--- config.mk ---
export PLATFORM = sky130hd
export DESIGN_NAME = codec_rst_seq
export DESIGN_NICKNAME = d
export VERILOG_FILES = /design/src/rtl/codec_rst_pkg.sv /design/src/rtl/rst_sync_chain.sv /design/src/rtl/frame_edge_det.sv /design/src/rtl/rst_phase_fsm.sv /design/src/rtl/codec_rst_seq.sv
export SDC_FILE = /design/constraint.sdc
export NUM_CORES = 1
export LEC_CHECK = 0
export ABC_AREA = 0
export BUFFER_PORTS_ARGS = -buffer_cell sky130_fd_sc_hd__buf_2
export CELL_PAD_IN_SITES_DETAIL_PLACEMENT = 1
export CELL_PAD_IN_SITES_GLOBAL_PLACEMENT = 1
export CORE_MARGIN = 3
export CORE_UTILIZATION = 45
export DETAILED_ROUTE_END_ITERATION = 6
export PLACE_DENSITY = 0.75
export SLEW_MARGIN = 20
export SYNTH_ARGS = -nofsm -noshare
export SYNTH_HDL_FRONTEND = slang
export SYNTH_SLANG_ARGS = --single-unit
--- constraint.sdc ---
create_clock -name clk_i -period 2.3 [get_ports clk_i]
set_input_delay 0.115 -clock clk_i [delete_from_list [all_inputs] [get_ports clk_i]]
set_output_delay 0.115 -clock clk_i [all_outputs]
set_load 0.03 [all_outputs]
--- src/rtl/codec_rst_pkg.sv ---
package codec_rst_pkg;

  typedef enum logic [2:0] {
    PH_HOLD  = 3'd0,
    PH_ARMED = 3'd1,
    PH_CLEAR = 3'd2,
    PH_COUNT = 3'd3,
    PH_LIVE  = 3'd4
  } seq_phase_e;

endpackage

--- src/rtl/rst_sync_chain.sv ---
module rst_sync_chain #(
  parameter int unsigned STAGES = 2,
  parameter bit          CLR_VAL = 1'b0
) (
  input  logic clk_i,
  input  logic arst_ni,
  input  logic d_i,
  output logic q_o
);

  logic [STAGES-1:0] stage_q;
  logic [STAGES-1:0] stage_d;

  generate
    if (STAGES == 1) begin : g_one
      always_comb stage_d = d_i;
    end else begin : g_many
      always_comb stage_d = {stage_q[STAGES-2:0], d_i};
    end
  endgenerate

  always_ff @(posedge clk_i or negedge arst_ni) begin
    if (!arst_ni) stage_q <= {STAGES{CLR_VAL}};
    else          stage_q <= stage_d;
  end

  assign q_o = stage_q[STAGES-1];

endmodule

--- src/rtl/frame_edge_det.sv ---
module frame_edge_det #(
  parameter int unsigned STAGES = 2
) (
  input  logic clk_i,
  input  logic rst_ni,
  input  logic lrclk_i,
  output logic rise_o
);

  logic lr_sync;
  logic lr_prev_q;

  rst_sync_chain #(
    .STAGES  (STAGES),
    .CLR_VAL (1'b0)
  ) u_lr_sync (
    .clk_i   (clk_i),
    .arst_ni (rst_ni),
    .d_i     (lrclk_i),
    .q_o     (lr_sync)
  );

  always_ff @(posedge clk_i or negedge rst_ni) begin
    if (!rst_ni) lr_prev_q <= 1'b0;
    else         lr_prev_q <= lr_sync;
  end

  assign rise_o = lr_sync & ~lr_prev_q;


  rise_single_chk: assert property (@(posedge clk_i) disable iff (!rst_ni)
    rise_o |=> !rise_o);

endmodule

--- src/rtl/rst_phase_fsm.sv ---
module rst_phase_fsm
  import codec_rst_pkg::*;
#(
  parameter int unsigned CLR_FRAMES   = 8,
  parameter int unsigned VALID_FRAMES = 516,
  parameter int unsigned SLAVE_DELAY  = 2
) (
  input  logic clk_i,
  input  logic rst_ni,
  input  logic run_i,
  input  logic master_mode_i,
  input  logic rise_i,
  output logic clk_gen_en_o,
  output logic mem_clr_o,
  output logic mem_busy_o,
  output logic adc_zero_o,
  output logic adc_valid_o
);

  localparam int unsigned MasterTgt = 1 + VALID_FRAMES;
  localparam int unsigned SlaveTgt  = SLAVE_DELAY + VALID_FRAMES;
  localparam int unsigned MaxEdge   = (MasterTgt > SlaveTgt) ? MasterTgt : SlaveTgt;
  localparam int unsigned CntW      = $clog2(MaxEdge + 1);

  seq_phase_e      phase_q, phase_d;
  logic [CntW-1:0] cnt_q, cnt_d;
  logic [CntW-1:0] cnt_inc;
  logic [CntW-1:0] target;
  logic            mode_q, mode_d;
  logic            clr_q, clr_d;
  logic            gen_q, gen_d;
  logic            zero_q, zero_d;

  assign cnt_inc = cnt_q + CntW'(1);
  assign target  = mode_q ? CntW'(MasterTgt) : CntW'(SlaveTgt);

  // Next-state logic
  always_comb begin
    phase_d = phase_q;
    cnt_d   = cnt_q;
    mode_d  = mode_q;
    clr_d   = 1'b0;
    gen_d   = run_i & mode_q;
    zero_d  = ~run_i;
    if (!run_i) begin
      phase_d = PH_HOLD;
      cnt_d   = '0;
      mode_d  = master_mode_i;
    end else begin
      if (rise_i && (phase_q != PH_HOLD) && (phase_q != PH_LIVE)) begin
        cnt_d = cnt_inc;
      end
      unique case (phase_q)
        PH_HOLD:  phase_d = PH_ARMED;
        PH_ARMED: begin
          if (rise_i) begin
            phase_d = PH_CLEAR;
            clr_d   = 1'b1;
          end
        end
        PH_CLEAR: begin
          if (rise_i && (cnt_q == CntW'(CLR_FRAMES))) begin
            phase_d = (cnt_inc >= target) ? PH_LIVE : PH_COUNT;
          end
        end
        PH_COUNT: begin
          if (rise_i && (cnt_inc >= target)) phase_d = PH_LIVE;
        end
        PH_LIVE:  phase_d = PH_LIVE;
        default:  phase_d = PH_HOLD;
      endcase
    end
  end

  // State registers
  always_ff @(posedge clk_i or negedge rst_ni) begin
    if (!rst_ni) begin
      phase_q <= PH_HOLD;
      cnt_q   <= '0;
      mode_q  <= 1'b0;
      clr_q   <= 1'b0;
      gen_q   <= 1'b0;
      zero_q  <= 1'b1;
    end else begin
      phase_q <= phase_d;
      cnt_q   <= cnt_d;
      mode_q  <= mode_d;
      clr_q   <= clr_d;
      gen_q   <= gen_d;
      zero_q  <= zero_d;
    end
  end

  assign clk_gen_en_o = gen_q;
  assign mem_clr_o    = clr_q;
  assign mem_busy_o   = (phase_q == PH_CLEAR);
  assign adc_valid_o  = (phase_q == PH_LIVE);
  assign adc_zero_o   = zero_q;


  busy_valid_excl_chk: assert property (@(posedge clk_i) disable iff (!rst_ni)
    !(mem_busy_o && adc_valid_o));


  valid_hold_chk: assert property (@(posedge clk_i) disable iff (!rst_ni)
    (adc_valid_o && run_i) |=> adc_valid_o);


  clr_pulse_chk: assert property (@(posedge clk_i) disable iff (!rst_ni)
    mem_clr_o |=> !mem_clr_o);


  abort_clear_chk: assert property (@(posedge clk_i) disable iff (!rst_ni)
    !run_i |=> (!mem_busy_o && !adc_valid_o && adc_zero_o && !clk_gen_en_o));


  mode_hold_chk: assert property (@(posedge clk_i) disable iff (!rst_ni)
    (run_i && $past(run_i)) |-> $stable(mode_q));


  busy_start_chk: assert property (@(posedge clk_i) disable iff (!rst_ni)
    $rose(mem_busy_o) |-> mem_clr_o);

endmodule

--- src/rtl/codec_rst_seq.sv ---
module codec_rst_seq #(
  parameter int unsigned SYNC_STAGES  = 2,
  parameter int unsigned CLR_FRAMES   = 8,
  parameter int unsigned VALID_FRAMES = 516,
  parameter int unsigned SLAVE_DELAY  = 2
) (
  input  logic clk_i,
  input  logic rst_ni,
  input  logic sys_rst_ni,
  input  logic master_mode_i,
  input  logic lrclk_i,
  output logic clk_gen_en_o,
  output logic mem_clr_o,
  output logic mem_busy_o,
  output logic adc_zero_o,
  output logic adc_valid_o
);

  logic sys_arst_n;
  logic run;
  logic rise;

  assign sys_arst_n = rst_ni & sys_rst_ni;

  rst_sync_chain #(
    .STAGES  (SYNC_STAGES),
    .CLR_VAL (1'b0)
  ) u_sys_sync (
    .clk_i   (clk_i),
    .arst_ni (sys_arst_n),
    .d_i     (1'b1),
    .q_o     (run)
  );

  frame_edge_det #(
    .STAGES (SYNC_STAGES)
  ) u_edge (
    .clk_i   (clk_i),
    .rst_ni  (rst_ni),
    .lrclk_i (lrclk_i),
    .rise_o  (rise)
  );

  rst_phase_fsm #(
    .CLR_FRAMES   (CLR_FRAMES),
    .VALID_FRAMES (VALID_FRAMES),
    .SLAVE_DELAY  (SLAVE_DELAY)
  ) u_fsm (
    .clk_i         (clk_i),
    .rst_ni        (rst_ni),
    .run_i         (run),
    .master_mode_i (master_mode_i),
    .rise_i        (rise),
    .clk_gen_en_o  (clk_gen_en_o),
    .mem_clr_o     (mem_clr_o),
    .mem_busy_o    (mem_busy_o),
    .adc_zero_o    (adc_zero_o),
    .adc_valid_o   (adc_valid_o)
  );


  hold_quiet_chk: assert property (@(posedge clk_i) disable iff (!rst_ni)
    !sys_rst_ni |=> (!mem_clr_o && !mem_busy_o && !adc_valid_o && adc_zero_o));


  run_late_chk: assert property (@(posedge clk_i) disable iff (!rst_ni)
    $rose(run) |-> $past(sys_rst_ni));

endmodule

# [Word level (Yosys, flattened, before mapping)]
# Cells that the tools add are included.
[word_totals] register_bits=22 in_bits=5 out_inout_bits=5 word_cells=45
[op_classes] n_addsub=1 magnitude_cmp=1 eq_ne=10 mux=12 bitwise_logic=5 n_reduce_logical=7
[ops] operator="2-to-1 mux 10 bit" count=2
[ops] operator="2-to-1 mux 3 bit" count=5
[ops] operator="case mux 3 bit (5 select lines)" count=1
[ops] operator="adder 10 x 1 -> 10 bit, second input constant" count=1
[ops] operator="equality test 10 x 4 -> 1 bit, second input constant" count=1
[ops] operator=">= comparator 10 bit" count=1
[ops] operator="!= test 3 x 2 -> 1 bit, second input constant" count=3
[ops] operator="equality test 3 x 2 -> 1 bit, second input constant" count=2
[ops] operator="logical AND 1 bit" count=4
[ops] operator="AND 1 bit" count=3
[ops] operator="equality test 3 x 1 -> 1 bit, second input constant" count=1
[ops] operator="equality test 3 bit, second input constant" count=1
[ops] operator="logical NOT 3 bit" count=1
[ops] operator="2-to-1 mux 1 bit" count=3
[ops] operator="!= test 3 bit, second input constant" count=1
[ops] operator="AND reduction 3 bit" count=1
[ops] operator="nonzero test 3 bit" count=1
[ops] operator="2-to-1 mux 2 bit" count=1
[ops] operator="!= test 2 x 1 -> 1 bit, second input constant" count=1
[ops] operator="inverter 1 bit" count=2

# [Logic depth before layout (Yosys ltp)]
# Gate-level depths: netlist (run 1).
[logic_depth] depth_word=6 mapped_depth=7 ltp_nobuf=7

# [Modules after synthesis]
# From an unflattened synthesis (run 1), not the netlist that was laid out.
[hier_totals] cells_unflattened=118 area_unflattened_um2=1173.6
[modules_own_cells] mod="rst_phase_fsm" n_inst=1 cells_per_inst=110 area_per_inst_um2=1024.7 seq_area_each_um2=426.7
[modules_own_cells] mod="rst_sync_chain" n_inst=2 cells_per_inst=2 area_per_inst_um2=50.0 seq_area_each_um2=50.0
[modules_own_cells] mod="frame_edge_det" n_inst=1 cells_per_inst=2 area_per_inst_um2=38.8 seq_area_each_um2=25.0
[modules_own_cells] mod="codec_rst_seq" n_inst=1 cells_per_inst=2 area_per_inst_um2=10.0 seq_area_each_um2=0.0

# [Least setup slack after synthesis (run 1)]
# OpenSTA, ideal clock, no wires.
[synth_path] path_kind="register -> register" from="register u_fsm.cnt_q[0]" to="register u_fsm.phase_q[1]" setup_time_ps=99 arrival_ps=1719 t_required_ps=2201 path_slack_ps=482 path_stages_with_launch=8 n_path_buf=0 period_less_slack_ps=1818 path_cell_list="dfrtp_1 inv_1 ha_1 ha_1 a21oi_1 o22a_1 a41oi_2 a311oi_1"
[synth_between] elab_chain_len=6 word_cells_on_any_way=12 classes_between="1 x add/sub; 1 x order compare; 3 x eq/ne; 4 x mux; 3 x reduce/logical"
[synth_rtl] item="from (decl)" line_no="rst_phase_fsm.sv:26" text="logic [CntW-1:0] cnt_q, cnt_d;"
[synth_rtl] item="from (signal assigned)" line_no="rst_phase_fsm.sv:86" text="cnt_q <= cnt_d;"
[synth_rtl] item="adder 10 x 1 -> 10 bit" line_no="rst_phase_fsm.sv:34" text="assign cnt_inc = cnt_q + CntW'(1);"
[synth_rtl] item=">= comparator 10 bit" line_no="rst_phase_fsm.sv:63, rst_phase_fsm.sv:67"
[synth_rtl] item="2-to-1 mux 3 bit" line_no="rst_phase_fsm.sv:63" text="phase_d = (cnt_inc >= target) ? PH_LIVE : PH_COUNT;"
[synth_rtl] item="2-to-1 mux 3 bit" line_no="rst_phase_fsm.sv:62" text="if (rise_i && (cnt_q == CntW'(CLR_FRAMES))) begin"
[synth_rtl] item="case mux 3 bit (5 select lines)" line_no="rst_phase_fsm.sv:53" text="unique case (phase_q)"
[synth_rtl] item="2-to-1 mux 3 bit" line_no="rst_phase_fsm.sv:45" text="if (!run_i) begin"
[synth_rtl] item="to (signal assigned)" line_no="rst_phase_fsm.sv:85" text="phase_q <= phase_d;"
[synth_rtl] item="to (decl)" line_no="rst_phase_fsm.sv:25" text="seq_phase_e phase_q, phase_d;"
# Parallel ways exist; a longest one is shown, timed or not. The select of a mux whose other input is x is not followed.
# A chain may end at the register's enable or synchronous reset.

# [Worst setup path in the final report (run 1)]
# Same ends and word-level chain as after synthesis.

==> results of run 1 <==
==> registers in the layout (all words and copies together), names as in the netlist <==
signal and cells:
u_edge.lr_prev_q 1, u_edge.u_lr_sync.stage_q 2, u_fsm.adc_zero_o 1, u_fsm.clk_gen_en_o 1, u_fsm.cnt_q 10, u_fsm.mem_clr_o 1
u_fsm.mode_q 1, u_fsm.phase_q 3, u_sys_sync.stage_q 2
==> cell families after synthesis <==
logic type / Yosys count / synth area share (%)
fa+ha+maj: 4 / 4.13
buf+inv: 11 / 4.55
compound gates: 16 / 11.5
flops: 22 / 45.6
simple gates: 55 / 23.9
xor+xnor: 14 / 10.1
other cells: 1 / 0.310
==> metrics by stage <==
stage	std cells	worst slack [ns]	utilization, %	total power (µW)	instance area [µm²]
6_report	164	0.246	53.5	787	1350
5_1_grt	164	0.0966	53.5	823	1350
4_1_cts	164	0.226	53.5	801	1350
3_5_place_dp	156	0.274	49.9	489	1260
3_3_place_gp	156	0.353	49.9	484	1260
2_1_floorplan	123	0.482	-	460	1210
==> layer usage <==
layer,track usage [%],part of all wire (%),up-vias
met5,0,0,-
met2,33.7,52,14
met1,22.0,44,444
met3,4.01,2.8,2
li1,-,-,436
met4,3.97,0.63,0
==> worst max-delay path: stages, from the launching register on <==
cell	delay, ns
dfrtp_1	0.50
inv_1	0.07
ha_1	0.33
ha_1	0.29
a21oi_1	0.14
o22a_1	0.17
a41oi_2	0.16
a311oi_1	0.31
==> where the power goes <==
group	switching, µW	internal [µW]	total [µW]
registers	15.1	400	415
logic	42.3	27.4	69.8
clock network	126	176	302
total	184	604	787
==> final timing paths <==
check,start,endpoint,slack (ns),depth (start not counted)
worst max-delay path,u_fsm.cnt_q[0],u_fsm.phase_q[1],0.25,7
worst min-delay path,sys_rst_ni,u_sys_sync.stage_q[0],0.20,3
worst max register to register,u_fsm.cnt_q[0],u_fsm.phase_q[1],0.25,7
worst min register to register,u_edge.u_lr_sync.stage_q[0],u_edge.u_lr_sync.stage_q[1],0.37,0
max in group asynchronous,rst_ni,u_sys_sync.stage_q[1],1.59,3
min in group clk_i,u_edge.u_lr_sync.stage_q[0],u_edge.u_lr_sync.stage_q[1],0.37,0
==> layout by cell type, fill, tap and decap left out, drive strengths merged <==
cell / n
clkbuf: 3
nand2: 10
and3: 1
a21o: 1
or3: 1
dfstp: 1
a311oi: 1
o21ai: 4
or2: 1
nor2b: 5
conb: 1
nor3b: 3
nor3: 4
inv: 5
xor2: 6
ha: 4
nor4: 3
xnor2: 8
o41ai: 1
nand4: 2
a22o: 1
o31a: 1
and2: 3
buf: 9
a21oi: 3
dlygate4sd3: 4
nor2: 16
a41oi: 2
o31ai: 1
bufinv: 1
nand2b: 3
dfrtp: 21
nand3: 3
o22a: 1
==> cell type report <==
cell class	count	area (µm²)
fill	296	1170
multi-input combinational	90	604
sequential	22	552
timing repair buffer	13	85.1
tap	30	37.5
clock inverter	1	30.0
clock buffer	3	22.5
inverter	5	18.8
==> metrics, run 1 <==
status=finished clean; max-cap viol count=0; total number of vias=approximately 900; site row count=18; number of setup buffers added after CTS=0; Slew Limit Fails=0; clk_lat worst skew=about 0.32 ns; synth unique cells=38; Worst-Margin Slew=approximately 0.78 ns; CTS H-Tree Depth=1; number of global-route vias before repair=about 1000; first-pass GRT wire length=about 4.6 mm; total track usage=between 15 and 20%; Min Hold Slack=0.198 ns; hold crit path type=in2async; NumNets Final=144; Slew Limit Headroom=roughly 47%; Max Clock Skew=about 0.0021 ns; CTS-repair resized insts=0; FFs w/ async S/R, synth=100%; Synthesis Warnings=0; CTS buffer count=3; cell leakage power=about 0.00056 µW; Final period util=89.3%; sequential area share after synthesis=~46%; RSZ-0062 raised after global routing=no; CTS Buffer Depth=2; Final setup viols=0; synth cell count leaders=21 x dfrtp_1, 16 x nor2_1, 9 x nand2_1; DR pass1 iterations=4; Port Buf Inserts=9; hold_buf cts=4; Die X=around 58 µm; Max Fclk=0.487 GHz; Core Area=roughly 2500 µm²; layout cell share with drive strength beyond 1=around 14%; Ports=10; area added between synthesis and finish=11.5%; syn_area_per_cell=9.85 µm²; mapped cell area=1210 µm²; worst-path maximum fanout=5; Die H=just under 60 µm; Power Dens Cells=just under 600 nW/µm²; Synth top area share=about 43%; CTS tree=yes; via/cell ratio=between 5 and 6; Antenna Violating Nets Remaining=0; crit path DAT=between 2 and 2.5 ns; Reg clk slew, reported paths=~0.13 ns; detailed placement HPWL=between 1.5 and 2 mm; CP startpoint kind=register; number of antenna diodes=0; ys flop type=dfrtp_1; most common cell in the netlist=dfrtp_1; Wirelength per Cell=16.4 µm; data required time at the worst endpoint=roughly 2.5 ns; dominant cells by area after synthesis=dfrtp_1 43%, xnor2_1 5.8%, nor2_1 5.0%, xor2_1 4.3%, ha_1 4.1%; total gr overflow=0; TritonCTS Sinks=22; Starting Density=48.0%; Max rail drop VDD=between 0.0004 and 0.0005 V; final hold vios=0; min cycle time layout=around 2.1 ns; Yosys top cell by area=dfrtp_1; crit end category=register; largest net degree at the start of global routing=22; FF+latch count, synth=22; die area=around 3400 µm²; routability cong.=about 0.76; CTS root buf=clkbuf_4; Post-Route WL=about 2.7 mm; number of antenna violations at the first check in global routing=0; DRC=0; number of synthesized flops with an enable pin=0; Syn Inst Count=approximately 120; CP Class=reg2reg; TNS Setup=0 ns; drt initial violations=14; Synth Net Count=~130
Note: power is estimated with default switching activity, not from simulation.
==> inputs of run 2 (changes only) <==
--- a/config.mk
+++ b/config.mk
@@ -10,9 +10,9 @@
 export CELL_PAD_IN_SITES_DETAIL_PLACEMENT = 1
 export CELL_PAD_IN_SITES_GLOBAL_PLACEMENT = 1
 export CORE_MARGIN = 3
-export CORE_UTILIZATION = 45
+export CORE_UTILIZATION = 48
 export DETAILED_ROUTE_END_ITERATION = 6
-export PLACE_DENSITY = 0.75
+export PLACE_DENSITY = 0.79
 export SLEW_MARGIN = 20
 export SYNTH_ARGS = -nofsm -noshare
 export SYNTH_HDL_FRONTEND = slang
==> constraint.sdc (replaced) <==
create_clock -name clk_i -period 2.4 [get_ports clk_i]
set_input_delay 0.12 -clock clk_i [delete_from_list [all_inputs] [get_ports clk_i]]
set_output_delay 0.12 -clock clk_i [all_outputs]
set_load 0.03 [all_outputs]
==> metrics, run 2 (same netlist as run 1, synthesis figures left out) <==
RR Endpoint=u_fsm.phase_q[1]; crit end category=register; CTS root buf=clkbuf_4; Largest Register=u_fsm.cnt_q; min cycle time layout=2.02 ns (-0.0364 ns); sequential power share=59.9% (+7.2 points); CTS H-Tree Depth=1 (unchanged); Slew Limit Headroom=53.6% (+6.2 points); Max rail drop VDD=0.000357 V (-23%); CP Cell Sequence=inv_1, ha_1, ha_1, a21oi_1, o22a_1, a41oi_2, a311oi_1; Reg clk slew, reported paths=0.12 ns (about the same); overall power=663 µW (-16%); Ports=10 (unchanged); Final setup viols=0 (unchanged); worst setup margin=0.383 ns (+0.136 ns); Antenna Violating Nets Remaining=0 (unchanged); Post-Route WL=2.57 mm (-4.8%); worst stage delay on the critical path=0.49 ns (about the same); fillers=263 (-11%); placed insts=154 (-1.3%); CP max-delay cell=dfrtp_1; Clock power frac=30.2% (-8.2 points); max-cap viol count=0 (unchanged); P_sw=161 µW (-13%); total gr overflow=0 (unchanged); Port Buf Inserts=9 (unchanged); largest net degree at the start of global routing=22 (unchanged); NumNets Final=144 (unchanged); total track usage=17.9% (-0.48 points); Slew Limit Fails=0 (unchanged); CP Class=reg2reg; Worst-Margin Slew=0.689 ns (-0.0914 ns); DRC=0 (unchanged); area occupied by multi-input gates=604 µm² (unchanged); Final period util=84.0% (-5.2 points); via/cell ratio=5.46 (-0.12%); final std cells w/o fill=162 (-1.2%); Starting Density=52.7% (+4.7 points); placed cell area=1250 µm² (-0.20%); Register Area=552 µm² (unchanged); Worst Setup EP=u_fsm.phase_q[1]; total number of vias=884 (-1.3%); dpl ws=0.390 ns (+0.115 ns); Pint=502 µW (-17%); CTS-repair resized insts=0 (unchanged); hold crit path type=in2async; switching share of power=24.2% (+0.91 points); worst-path maximum fanout=5 (unchanged); CTS Buffer Depth=2 (unchanged); number of antenna diodes=0 (unchanged); CTS tree=yes; cell depth of the worst setup path=7 (unchanged); clk_lat worst skew=0.31 ns (about the same); data required time at the worst endpoint=2.62 ns (+0.09 ns); RSZ-0062 raised after global routing=no; largest registers=u_fsm.cnt_q x10, u_fsm.phase_q x3; Wirelength per Cell=15.8 µm (-3.6%); worst path bufs/invs=1 (unchanged); TNS Setup=0 ns (unchanged); Crit path max-delay family=compound AO/OA/AOI/OAI gates; Power Dens Cells=498 nW/µm² (-15%); number of global-route vias before repair=981 (-3.6%); number of setup buffers added after CTS=0 (unchanged); die area=3160 µm² (-5.6%); status=finished clean; site row count=17 (-1); Die H=56.2 µm (-2.9%); Comb power frac=9.8% (+0.9 points); CP startpoint kind=register; reg2reg start=u_fsm.cnt_q[0]; Worst setup startpoint=u_fsm.cnt_q[0]; most frequent cells in the layout=21 x dfrtp_1, 16 x nor2_1, 9 x nand2_1, 9 x buf_2, 8 x xnor2_1; first-pass GRT wire length=4.42 mm (-4.8%); FF-to-FF path depth=7 (unchanged); most common cell after layout, fill and taps aside=dfrtp_1; routability cong.=0.786 (+3.4%); Max Fclk=0.496 GHz (+1.8%); Core Area=2300 µm² (-8.9%); detailed placement HPWL=2.00 mm (+1.5%); reg-to-reg slack, setup=0.38 ns (+0.14 ns); hold_buf cts=4 (unchanged); drt initial violations=19 (+5); max reg flops=10 (unchanged); cell leakage power=0.000556 µW (-1.2%); crit path DAT=2.24 ns (-0.04 ns); DR pass1 iterations=3 (-1); CP dominant cell by count=ha_1; final hold vios=0 (unchanged); Max Clock Skew=0.00858 ns (+0.00645 ns); post-route cell area=1330 µm² (-1.4%); area added between synthesis and finish=9.92%; number of antenna violations at the first check in global routing=0 (unchanged); Die X=56.2 µm (-2.9%); CTS buffer count=3 (unchanged); layout cell share with drive strength beyond 1=14.2% (unchanged); TritonCTS Sinks=22 (unchanged)
[run 2: final cells by class]
type / count / share of cell area [%]
inverter: 5 / 1.41
sequential: 22 / 41.4
tap: 28 / 2.63
timing repair buffer: 13 / 6.39
clock buffer: 4 / 2.73
multi-input combinational: 90 / 45.4
[run 2: worst min-delay path by stage]
stage                             to  slack, ns
4_1_cts        u_sys_sync.stage_q[0]       0.23
5_1_grt        u_sys_sync.stage_q[1]       0.22
3_3_place_gp   u_sys_sync.stage_q[0]      0.007
2_1_floorplan       u_edge.lr_prev_q      -0.18
6_report       u_sys_sync.stage_q[1]       0.23
3_5_place_dp   u_sys_sync.stage_q[1]       0.03
[run 2: metal layers]
metal  up-vias  global-route usage (%)  part of all wire (%)
met5         -                       0                     0
met4         0                    4.07                  0.74
met3         4                    5.10                   3.3
met2        10                    31.2                    51
met1       436                    21.8                    45
li1        434                       -                     -
[run 2: stage by stage]
| stage | hold WS, ns | util [%] |
|---|---|---|
| floorplan | -0.176 | - |
| global placement | 0.00694 | 54.6 |
| detailed placement | 0.0261 | 54.6 |
| CTS | 0.235 | 58.0 |
| global route | 0.223 | 58.0 |
| finish | 0.232 | 58.0 |
[run 2: worst reg2reg max path: stages (launching register included)]
cell	delay, ns
dfrtp_1	0.49
inv_1	0.07
ha_1	0.32
ha_1	0.28
a21oi_1	0.13
o22a_1	0.19
a41oi_2	0.16
a311oi_1	0.30
[run 2: power by group through the flow]
stage / clock [µW] / combinational (µW) / sequential, µW
after floorplan: 0 / 36.5 / 405
after global placement: 0 / 59.9 / 403
after detailed placement: 0 / 61.5 / 404
after CTS: 209 / 66.7 / 397
after global routing: 224 / 74.3 / 400
final: 200 / 65.0 / 397
